===== config.mk =====
export PLATFORM = sky130hd
export DESIGN_NAME = sync_evt_irq
export DESIGN_NICKNAME = d
export VERILOG_FILES = /design/src/rtl/sc_pkg.sv /design/src/rtl/sc_set_merge.sv /design/src/rtl/sc_reg_port.sv /design/src/rtl/sc_flag_bank.sv /design/src/rtl/sc_irq_combine.sv /design/src/rtl/sync_evt_irq.sv
export SDC_FILE = /design/constraint.sdc
export NUM_CORES = 1
export LEC_CHECK = 0
export CORE_MARGIN = 8
export CORE_UTILIZATION = 40
export DETAILED_ROUTE_END_ITERATION = 10
export PLACE_DENSITY_LB_ADDON = 0.25
export SLEW_MARGIN = 20
export SYNTH_ARGS = -nofsm -noshare
export SYNTH_HDL_FRONTEND = slang
export SYNTH_SLANG_ARGS = --single-unit

===== constraint.sdc =====
create_clock -name clk -period 1.81 [get_ports clk]
set_input_delay 0.362 -clock clk [delete_from_list [all_inputs] [get_ports clk]]
set_output_delay 0.362 -clock clk [all_outputs]
set_load 0.005 [all_outputs]

===== src/rtl/sc_pkg.sv =====
// Package sc_pkg
// Purpose : shared widths, flag positions and the write-target encoding
//           used by the sync change interrupt controller.
// Assumes : the six flags occupy the low bits of the register byte.
package sc_pkg;
    parameter int FLAG_W = 6;
    parameter int REG_W  = 8;
    parameter int OVF_W  = 2;

    // Flag bit positions, in the order software decodes them
    parameter int F_H_PRES = 0;
    parameter int F_V_PRES = 1;
    parameter int F_H_POL  = 2;
    parameter int F_V_POL  = 3;
    parameter int F_H_FREQ = 4;
    parameter int F_V_FREQ = 5;

    // Register selected by a write
    typedef enum logic {
        SEL_CLEAR  = 1'b0,
        SEL_ENABLE = 1'b1
    } wr_target_e;
endpackage


===== src/rtl/sc_set_merge.sv =====
// Module sc_set_merge
// Purpose : folds the period-overflow strobes into the frequency-change
//           strobes, so that each flag has a single set request.
// Assumes : strobes last one cycle; ovf_in[0] is horizontal and
//           ovf_in[1] is vertical.
module sc_set_merge
    import sc_pkg::*;
(
    input  logic [FLAG_W-1:0] evt_in,
    input  logic [OVF_W-1:0]  ovf_in,
    output logic [FLAG_W-1:0] set_req
);
    // Build the per-flag set request vector
    always_comb begin
        set_req           = evt_in;
        set_req[F_H_FREQ] = evt_in[F_H_FREQ] | ovf_in[0];
        set_req[F_V_FREQ] = evt_in[F_V_FREQ] | ovf_in[1];
    end
endmodule


===== src/rtl/sc_reg_port.sv =====
// Module sc_reg_port
// Purpose : decodes register writes into a per-flag clear request and
//           holds the interrupt enable mask.
// Assumes : a write lasts one cycle; a 0 in the clear register clears
//           a flag and a 1 leaves it; bits above the flag field are
//           ignored by both registers.
module sc_reg_port
    import sc_pkg::*;
(
    input  logic              clk,
    input  logic              rst_n,
    input  logic              wr_en,
    input  logic              wr_sel,
    input  logic [REG_W-1:0]  wr_data,
    output logic [FLAG_W-1:0] clr_req,
    output logic [FLAG_W-1:0] en_mask
);
    localparam int SPARE_W = REG_W - FLAG_W;

    logic [SPARE_W-1:0] unused_hi;
    wr_target_e         target;

    assign unused_hi = wr_data[REG_W-1:FLAG_W];
    assign target    = wr_target_e'(wr_sel);

    // Turn zero bits of a clear-register write into clear requests
    always_comb begin
        clr_req = '0;
        if (wr_en && target == SEL_CLEAR)
            clr_req = ~wr_data[FLAG_W-1:0];
    end

    // Hold the enable mask, loaded by an enable-register write
    always_ff @(posedge clk) begin
        if (!rst_n)
            en_mask <= '0;
        else if (wr_en && target == SEL_ENABLE)
            en_mask <= wr_data[FLAG_W-1:0];
    end
endmodule


===== src/rtl/sc_flag_bank.sv =====
// Module sc_flag_bank
// Purpose : one sticky flag per source; a set request takes priority
//           over a clear request that arrives in the same cycle.
// Assumes : synchronous active-low reset clears every flag.
module sc_flag_bank
    import sc_pkg::*;
(
    input  logic              clk,
    input  logic              rst_n,
    input  logic [FLAG_W-1:0] set_req,
    input  logic [FLAG_W-1:0] clr_req,
    output logic [FLAG_W-1:0] flags
);
    for (genvar i = 0; i < FLAG_W; i++) begin : g_cell
        // Sticky cell: a set wins, a clear drops the flag, otherwise it holds
        always_ff @(posedge clk) begin
            if (!rst_n)
                flags[i] <= 1'b0;
            else if (set_req[i])
                flags[i] <= 1'b1;
            else if (clr_req[i])
                flags[i] <= 1'b0;
        end
    end
endmodule


===== src/rtl/sc_irq_combine.sv =====
// Module sc_irq_combine
// Purpose : masks the flags with the enable bits and forms the
//           active-low request.
// Assumes : both inputs come straight from registers, so the output is
//           glitch-free within a cycle.
module sc_irq_combine
    import sc_pkg::*;
(
    input  logic [FLAG_W-1:0] flags,
    input  logic [FLAG_W-1:0] en_mask,
    output logic              irq_n
);
    logic [FLAG_W-1:0] pending;

    // The request is low while any enabled flag is pending
    always_comb begin
        pending = flags & en_mask;
        irq_n   = ~(|pending);
    end
endmodule


===== src/rtl/sync_evt_irq.sv =====
// Module sync_evt_irq
// Purpose : top of the sync change interrupt controller. Collects the
//           change and overflow strobes into sticky flags, decodes
//           register writes and drives one active-low interrupt line.
// Assumes : strobes and writes last one cycle; the flag byte is read
//           combinationally from the flag registers.
module sync_evt_irq
    import sc_pkg::*;
(
    input  logic              clk,
    input  logic              rst_n,
    input  logic [FLAG_W-1:0] evt_in,
    input  logic [OVF_W-1:0]  ovf_in,
    input  logic              wr_en,
    input  logic              wr_sel,
    input  logic [REG_W-1:0]  wr_data,
    output logic [REG_W-1:0]  rd_data,
    output logic              irq_n
);
    localparam int SPARE_W = REG_W - FLAG_W;

    logic [FLAG_W-1:0] set_req;
    logic [FLAG_W-1:0] clr_req;
    logic [FLAG_W-1:0] en_mask;
    logic [FLAG_W-1:0] flags;

    sc_set_merge u_merge (
        .evt_in  (evt_in),
        .ovf_in  (ovf_in),
        .set_req (set_req)
    );

    sc_reg_port u_regs (
        .clk     (clk),
        .rst_n   (rst_n),
        .wr_en   (wr_en),
        .wr_sel  (wr_sel),
        .wr_data (wr_data),
        .clr_req (clr_req),
        .en_mask (en_mask)
    );

    sc_flag_bank u_flags (
        .clk     (clk),
        .rst_n   (rst_n),
        .set_req (set_req),
        .clr_req (clr_req),
        .flags   (flags)
    );

    sc_irq_combine u_irq (
        .flags   (flags),
        .en_mask (en_mask),
        .irq_n   (irq_n)
    );

    // Present the flags in the low bits of the read byte, upper bits zero
    always_comb begin
        rd_data = {{SPARE_W{1'b0}}, flags};
    end
endmodule


==> impl_results.md, run 1 <==
* Max cap viols at 0
* Final Hold Viols at 0
* Number of inserted diodes at 0
* CP cell instances: a22oi_1, and3_1, dlygate4sd2_1
* Min-delay worst type: flip-flop to flip-flop
* Cell Area, Synth at 554 µm²
* Die width at roughly 53 µm
* IO Count at 29
* Static leakage at around 0.33 nW
* Worst setup margin at around 260 ps
* Die height at approximately 53 µm
* Sink Count at 12
* Maximum vdd drop at 493 µV
* Seq cells post-synth at 12
* TNS Setup at 0 ps
* Crit path required time at 1450 ps
* Fin. max-slew vios at 0
* Total gr overflow at 0
* Final wirelength at about 1300 µm
* Synth-to-layout area growth at 43.6%
* Pint at between 0.0004 and 0.0005 W
* Seq pwr share at 51.6%
* Clk network pwr share at 28.9%
* CTS tree: built
* Core region area at ~1300 µm²
* RSZ-0062 raised after global routing: false
* Vias at 507
* Sw Share at between 20% and 30%
* Initial antenna violation count at 0
* Drt drc at 0
* Psw at about 0.00013 W
* CP endpoint kind: primary output
* Num CTS Buffers at 3
* Startpoint Class: flip-flop
* HPWL after DPL at around 1000 µm
* Clk slew on worst S/H paths at about 70 ps
* Global-route wire length before repair at ~2200 µm
* Number of global-route vias before repair at 523
* Setup Slack @ Placement at 210 ps
* Mean Syn Cell Area at about 9 µm²
* DRT iter0 DRCs at 8
* Largest net degree at the start of global routing at 14
* Crit-path slowest cell: dfxtp_1
* GRT Util Overall at a little over a tenth
* Synth cell types at 17
* Post-CTS setup buffer count at 0
* Worst-Skew Late Latency at 270 ps
* Critical path's largest stage delay at around 320 ps
* Share of layout cells above drive strength 1 at 4.76%
* Fin Clk Skew at 0 ps
* Longest Clk Path Bufs at 2
* Non-filler instance count after layout at 99
* TritonRoute pass-1 iters at 3
* Port bufs at 24
* Period utilization at a little under nine tenths
* Initial Util at between 40% and 50%
* Total Nets Final at between 100 and 150
* # rows at 13
* Area of the die at 2830 µm²
* Final min period at 1550 ps
* Hold slack at slightly below 600 ps
* Status: finished, final reports clean
* Critical path type: flip-flop to primary output
* Via/cell ratio at between 5 and 6
* Pwr/cell area at roughly 700 nW/µm²
* Worst-path fanout max at 3
* H-tree levels at 1
* Clock root buffer: clkbuf_4
* WL/cell at approximately 13 µm
* WP data arrival at roughly 1200 ps
* Seq/Total Area, Yosys at 43.3%
* Mapped Cells at between 60 and 70
* Gpl congestion at between 0.7 and 0.8
* Comb pwr share at between 10% and 20%
* Placed Cells incl. Taps at 96
* Fmax achieved at approximately 0.65 GHz
* Synth warnings at 0
* Final setup violation count at 0
* Post-route ant nets at 0
==> critical path: cells and delay by family (launching register included) <==
family / cells / cell delay, ps
DFF: 1 / 320
AOI/OAI and AO/OA: 1 / 180
buffers and inverters: 1 / 230
and+or+nand+nor: 1 / 170
==> through the flow <==
step                      power, W  instance area [µm²]  util [%]
after floorplan           0.000342                  558         -
after global placement    0.000408                  774      59.5
after detailed placement  0.000409                  774      59.5
after CTS                 0.000574                  796      61.2
after global routing      0.000597                  796      61.2
final                     0.000563                  796      61.2
==> metal layers <==
| metal | part of all wire [%] | global-route usage [%] | up-vias |
|---|---|---|---|
| met5 | 0 | 0 | - |
| met1 | 42 | 11.5 | 224 |
| met3 | 12 | 8.12 | 2 |
| met2 | 45 | 15.8 | 18 |
| li1 | - | - | 263 |
| met4 | 0.75 | 2.52 | 0 |
==> timing repair <==
item                       4_1_cts  5_1_grt
gates resized for setup          1        0
setup endpoints to repair        1        0
hold buffers                     0        0
==> power groups by stage <==
stage,clock network [W],registers [W],logic (W)
after floorplan,0,0.000296,0.0000460
after global placement,0,0.000297,0.000111
after detailed placement,0,0.000297,0.000112
after CTS,0.000172,0.000290,0.000111
after global routing,0.000183,0.000292,0.000122
final,0.000163,0.000291,0.000110
==> worst paths after layout <==
path                                        from                to  slack [ps]  depth (start not counted)
worst max-delay path            u_flags.flags[1]             irq_n         260                          3
worst min-delay path            u_flags.flags[0]  u_flags.flags[0]         580                          2
worst max register to register  u_flags.flags[4]  u_flags.flags[4]        1070                          2
worst min register to register  u_flags.flags[0]  u_flags.flags[0]         580                          2
==> cell families (layout without fill, tap and decap cells) <==
logic type,after synthesis,in the layout,share of synthesized area [%]
AO/OA/AOI/OAI,27,27,32.5
buffers and inverters,7,29,9.03
flip-flops,12,12,43.3
other,1,2,0.677
AND/OR/NAND/NOR,14,14,14.4
==> Yosys cell counts <==
library cell   n  area share (%)
dfxtp_1       12              43
and3_1         7             7.9
nor2_1         6             4.1
o21a_1         6             8.1
a21boi_0       4             5.4
a21oi_1        4             3.6
o21ai_0        4             3.6
a22oi_1        3             4.1
a21boi_1       2             2.7
a31oi_1        2             2.3
buf_4          2             2.7
buf_6          2             4.1
inv_1          2             1.4
o31ai_1        2             2.7
buf_2          1            0.90
conb_1         1            0.68
nor2b_4        1             2.5
==> area by class of cell <==
cell class | count | area [µm²]
Timing Repair Buffer | 24 | 239
Tap cell | 15 | 18.8
Multi-Input combinational cell | 43 | 268
Clock buffer | 3 | 22.5
Inverter | 2 | 7.51
Fill cell | 124 | 505
Sequential cell | 12 | 240
==> cells in the final DEF, fill, tap and decap left out, drive strengths merged <==
| master | n |
|---|---|
| clkdlybuf4s50 | 23 |
| dfxtp | 12 |
| and3 | 7 |
| nor2 | 6 |
| o21a | 6 |
| a21boi | 6 |
| o21ai | 4 |
| a21oi | 4 |
| a22oi | 3 |
| clkbuf | 3 |
| inv | 2 |
| o31ai | 2 |
| a31oi | 2 |
| conb | 2 |
| nor2b | 1 |
| dlygate4sd2 | 1 |
==> registers in the layout, indices dropped and copies added (netlist names) <==
register / cells
u_flags.flags: 6
u_regs.en_mask: 6
Note: power is estimated with default switching activity, not from simulation.
==> run 2: changes to the inputs <==
HOLD_SLACK_MARGIN = 0.05   (was not set)
SETUP_SLACK_MARGIN = 0.15   (was not set)
==> results of run 2 <==
Final layout, timing and power as in run 1 (identical DEF).
==> run 3: changes to the inputs <==
CORE_UTILIZATION = 33   (was 40)
clock period = 1.37 ns   (was 1.81 ns; I/O delays follow)
==> impl_results.md, run 3 (synthesized netlist as in run 1, its figures left out) <==
* Largest regs: u_flags.flags (6), u_regs.en_mask (6)
* TritonRoute pass-1 iters at 2
* IO Count at 29
* Via/cell ratio at slightly below 5
* Max cap viols at 0
* Psw at about 0.00019 W
* Comb pwr share at between 20% and 30%
* Worst-path fanout max at 2
* Design Power at 0.000769 W
* Most common cell after layout, fill and taps aside: clkdlybuf4s50_1
* R2R Setup Slk at 480 ps
* Hold slack at 565 ps
* Vias at 542
* R2R cell count at 3
* Commonest non-fill, non-tap cells in the layout: clkdlybuf4s50_1 (17), buf_4 (10), and3_1 (7), dfxtp_2 (7)
* CP cell instances: a22oi_1, and3_1, buf_2
* Period utilization at 96.4%
* WL/cell at 13.2 µm
* Critical path type: flip-flop to primary output
* Seq pwr share at between 50% and 60%
* GRT Util Overall at ~9.2%
* Num CTS Buffers at 3
* Hold Path Stages at 3
* Synth-to-layout area growth at 55.8%
* Initial antenna violation count at 0
* HPWL after DPL at roughly 1100 µm
* DRT iter0 DRCs at 3
* Total Nets Final at approximately 120
* WP data arrival at between 1000 and 1500 ps
* Core region area at ~1700 µm²
* Total gr overflow at 0
* Sw Share at between 20% and 30%
* Post-CTS Hold Buffers at 0
* Maximum vdd drop at between 400 and 500 µV
* Longest Clk Path Bufs at 2
* Die width at between 50 and 60 µm
* Global-route wire length before repair at ~2400 µm
* Worst-Skew Late Latency at between 200 and 300 ps
* Number of global-route vias before repair at around 530
* Setup Slack @ Placement at -76.7 ps
* Largest net degree at the start of global routing at 14
* H-tree levels at 1
* Port bufs at 24
* Min-delay worst type: input pin to flip-flop
* Gpl congestion at between 0.7 and 0.8
* Final wirelength at 1470 µm
* Worst setup margin at 48.8 ps
* Clk network pwr share at between 20% and 30%
* Clock root buffer: clkbuf_4
* Clk slew on worst S/H paths at 70 ps
* Fin Clk Skew at 0 ps
* Share of layout cells above drive strength 1 at between 30% and 40%
* Static leakage at ~0.38 nW
* Fin. max-slew vios at 0
* Crit path required time at 1100 ps
* Area of the die at 3250 µm²
* Startpoint Class: flip-flop
* Util after Layout at a little over half
* Critical path's largest stage delay at about 330 ps
* Post-route ant nets at 0
* CTS tree: built
* Final min period at 1320 ps
* Crit-path slowest cell: dfxtp_2
* FF-to-FF Start: u_flags.flags[5]
* Initial Util at ~34%
* # rows at 15
* Status: finished, final reports clean
* Hold endpoint: u_flags.flags[4]
* Number of inserted diodes at 0
* Sink Count at 12
* RR Endpoint: u_flags.flags[5]
* Pwr/cell area at ~900 nW/µm²
* Fmax achieved at around 0.76 GHz
* Final Hold Viols at 0
* CP endpoint kind: primary output
* RSZ-0062 raised after global routing: true
* Pint at approximately 0.00058 W
* Final setup violation count at 0
* Drt drc at 0
* Hold wc startpoint: wr_data[4]
* Die height at roughly 57 µm
## run 3: cell types whose count changed in the layout (fill, tap and decap cells not counted), moves of 2 or more
cell and delta:
clkbuf_2 +5, clkdlybuf4s50_1 -6, dfxtp_2 +7, a22oi_1 -2
dfxtp_1 -7, a22oi_2 +2, buf_4 +10
## run 3: how the worst max path moves through the flow
stage	from	to
2_1_floorplan	u_flags.flags[0]	irq_n
3_3_place_gp	u_regs.en_mask[1]	irq_n
3_5_place_dp	u_regs.en_mask[1]	irq_n
4_1_cts	u_flags.flags[1]	irq_n
5_1_grt	u_regs.en_mask[1]	irq_n
6_report	u_flags.flags[3]	irq_n
## run 3: worst max-delay path, delay by kind of cell, from the launching register on
family | cells | cell delay (ps)
and+or+nand+nor | 1 | 170
buffers and inverters | 1 | 110
DFF | 1 | 330
AOI/OAI and AO/OA | 1 | 160
## run 3: cell type report
type                            count  area (µm²)
Sequential cell                    12         249
Inverter                            2        7.51
Tap cell                           17        21.3
Multi-Input combinational cell     43         278
Clock buffer                        3        22.5
Fill cell                         175         788
Timing Repair Buffer               34         285
## run 3: routing by layer
metal	share of wire (%)	global-route usage [%]	up-vias
met5	0	0	-
met4	2.6	7.05	0
met3	7.1	3.10	5
met2	41	12.7	21
met1	49	11.3	234
li1	-	-	282
## run 3: through the flow
| stage | setup TNS [ps] | std cells | instance area [µm²] |
|---|---|---|---|
| 2_1_floorplan | 0 | 62 | 558 |
| 3_3_place_gp | -65.6 | 108 | 852 |
| 3_5_place_dp | -76.7 | 108 | 852 |
| 4_1_cts | 0 | 111 | 887 |
| 5_1_grt | 0 | 111 | 863 |
| 6_report | 0 | 111 | 863 |
## run 3: timing repair
| action | in CTS | in global routing |
|---|---|---|
| pin swaps | 2 | 2 |
| endpoints found under the setup margin | 7 | 6 |
| resized for setup | 24 | 6 |
| setup buffers | 0 | 0 |
## run 3: power by group through the flow
stage / logic (W) / registers (W) / clock network (W)
after global routing: 0.000182 / 0.000389 / 0.000236
final: 0.000164 / 0.000387 / 0.000219
after detailed placement: 0.000179 / 0.000389 / 0
after floorplan: 0.0000608 / 0.000391 / 0
after global placement: 0.000177 / 0.000389 / 0
after CTS: 0.000172 / 0.000386 / 0.000231
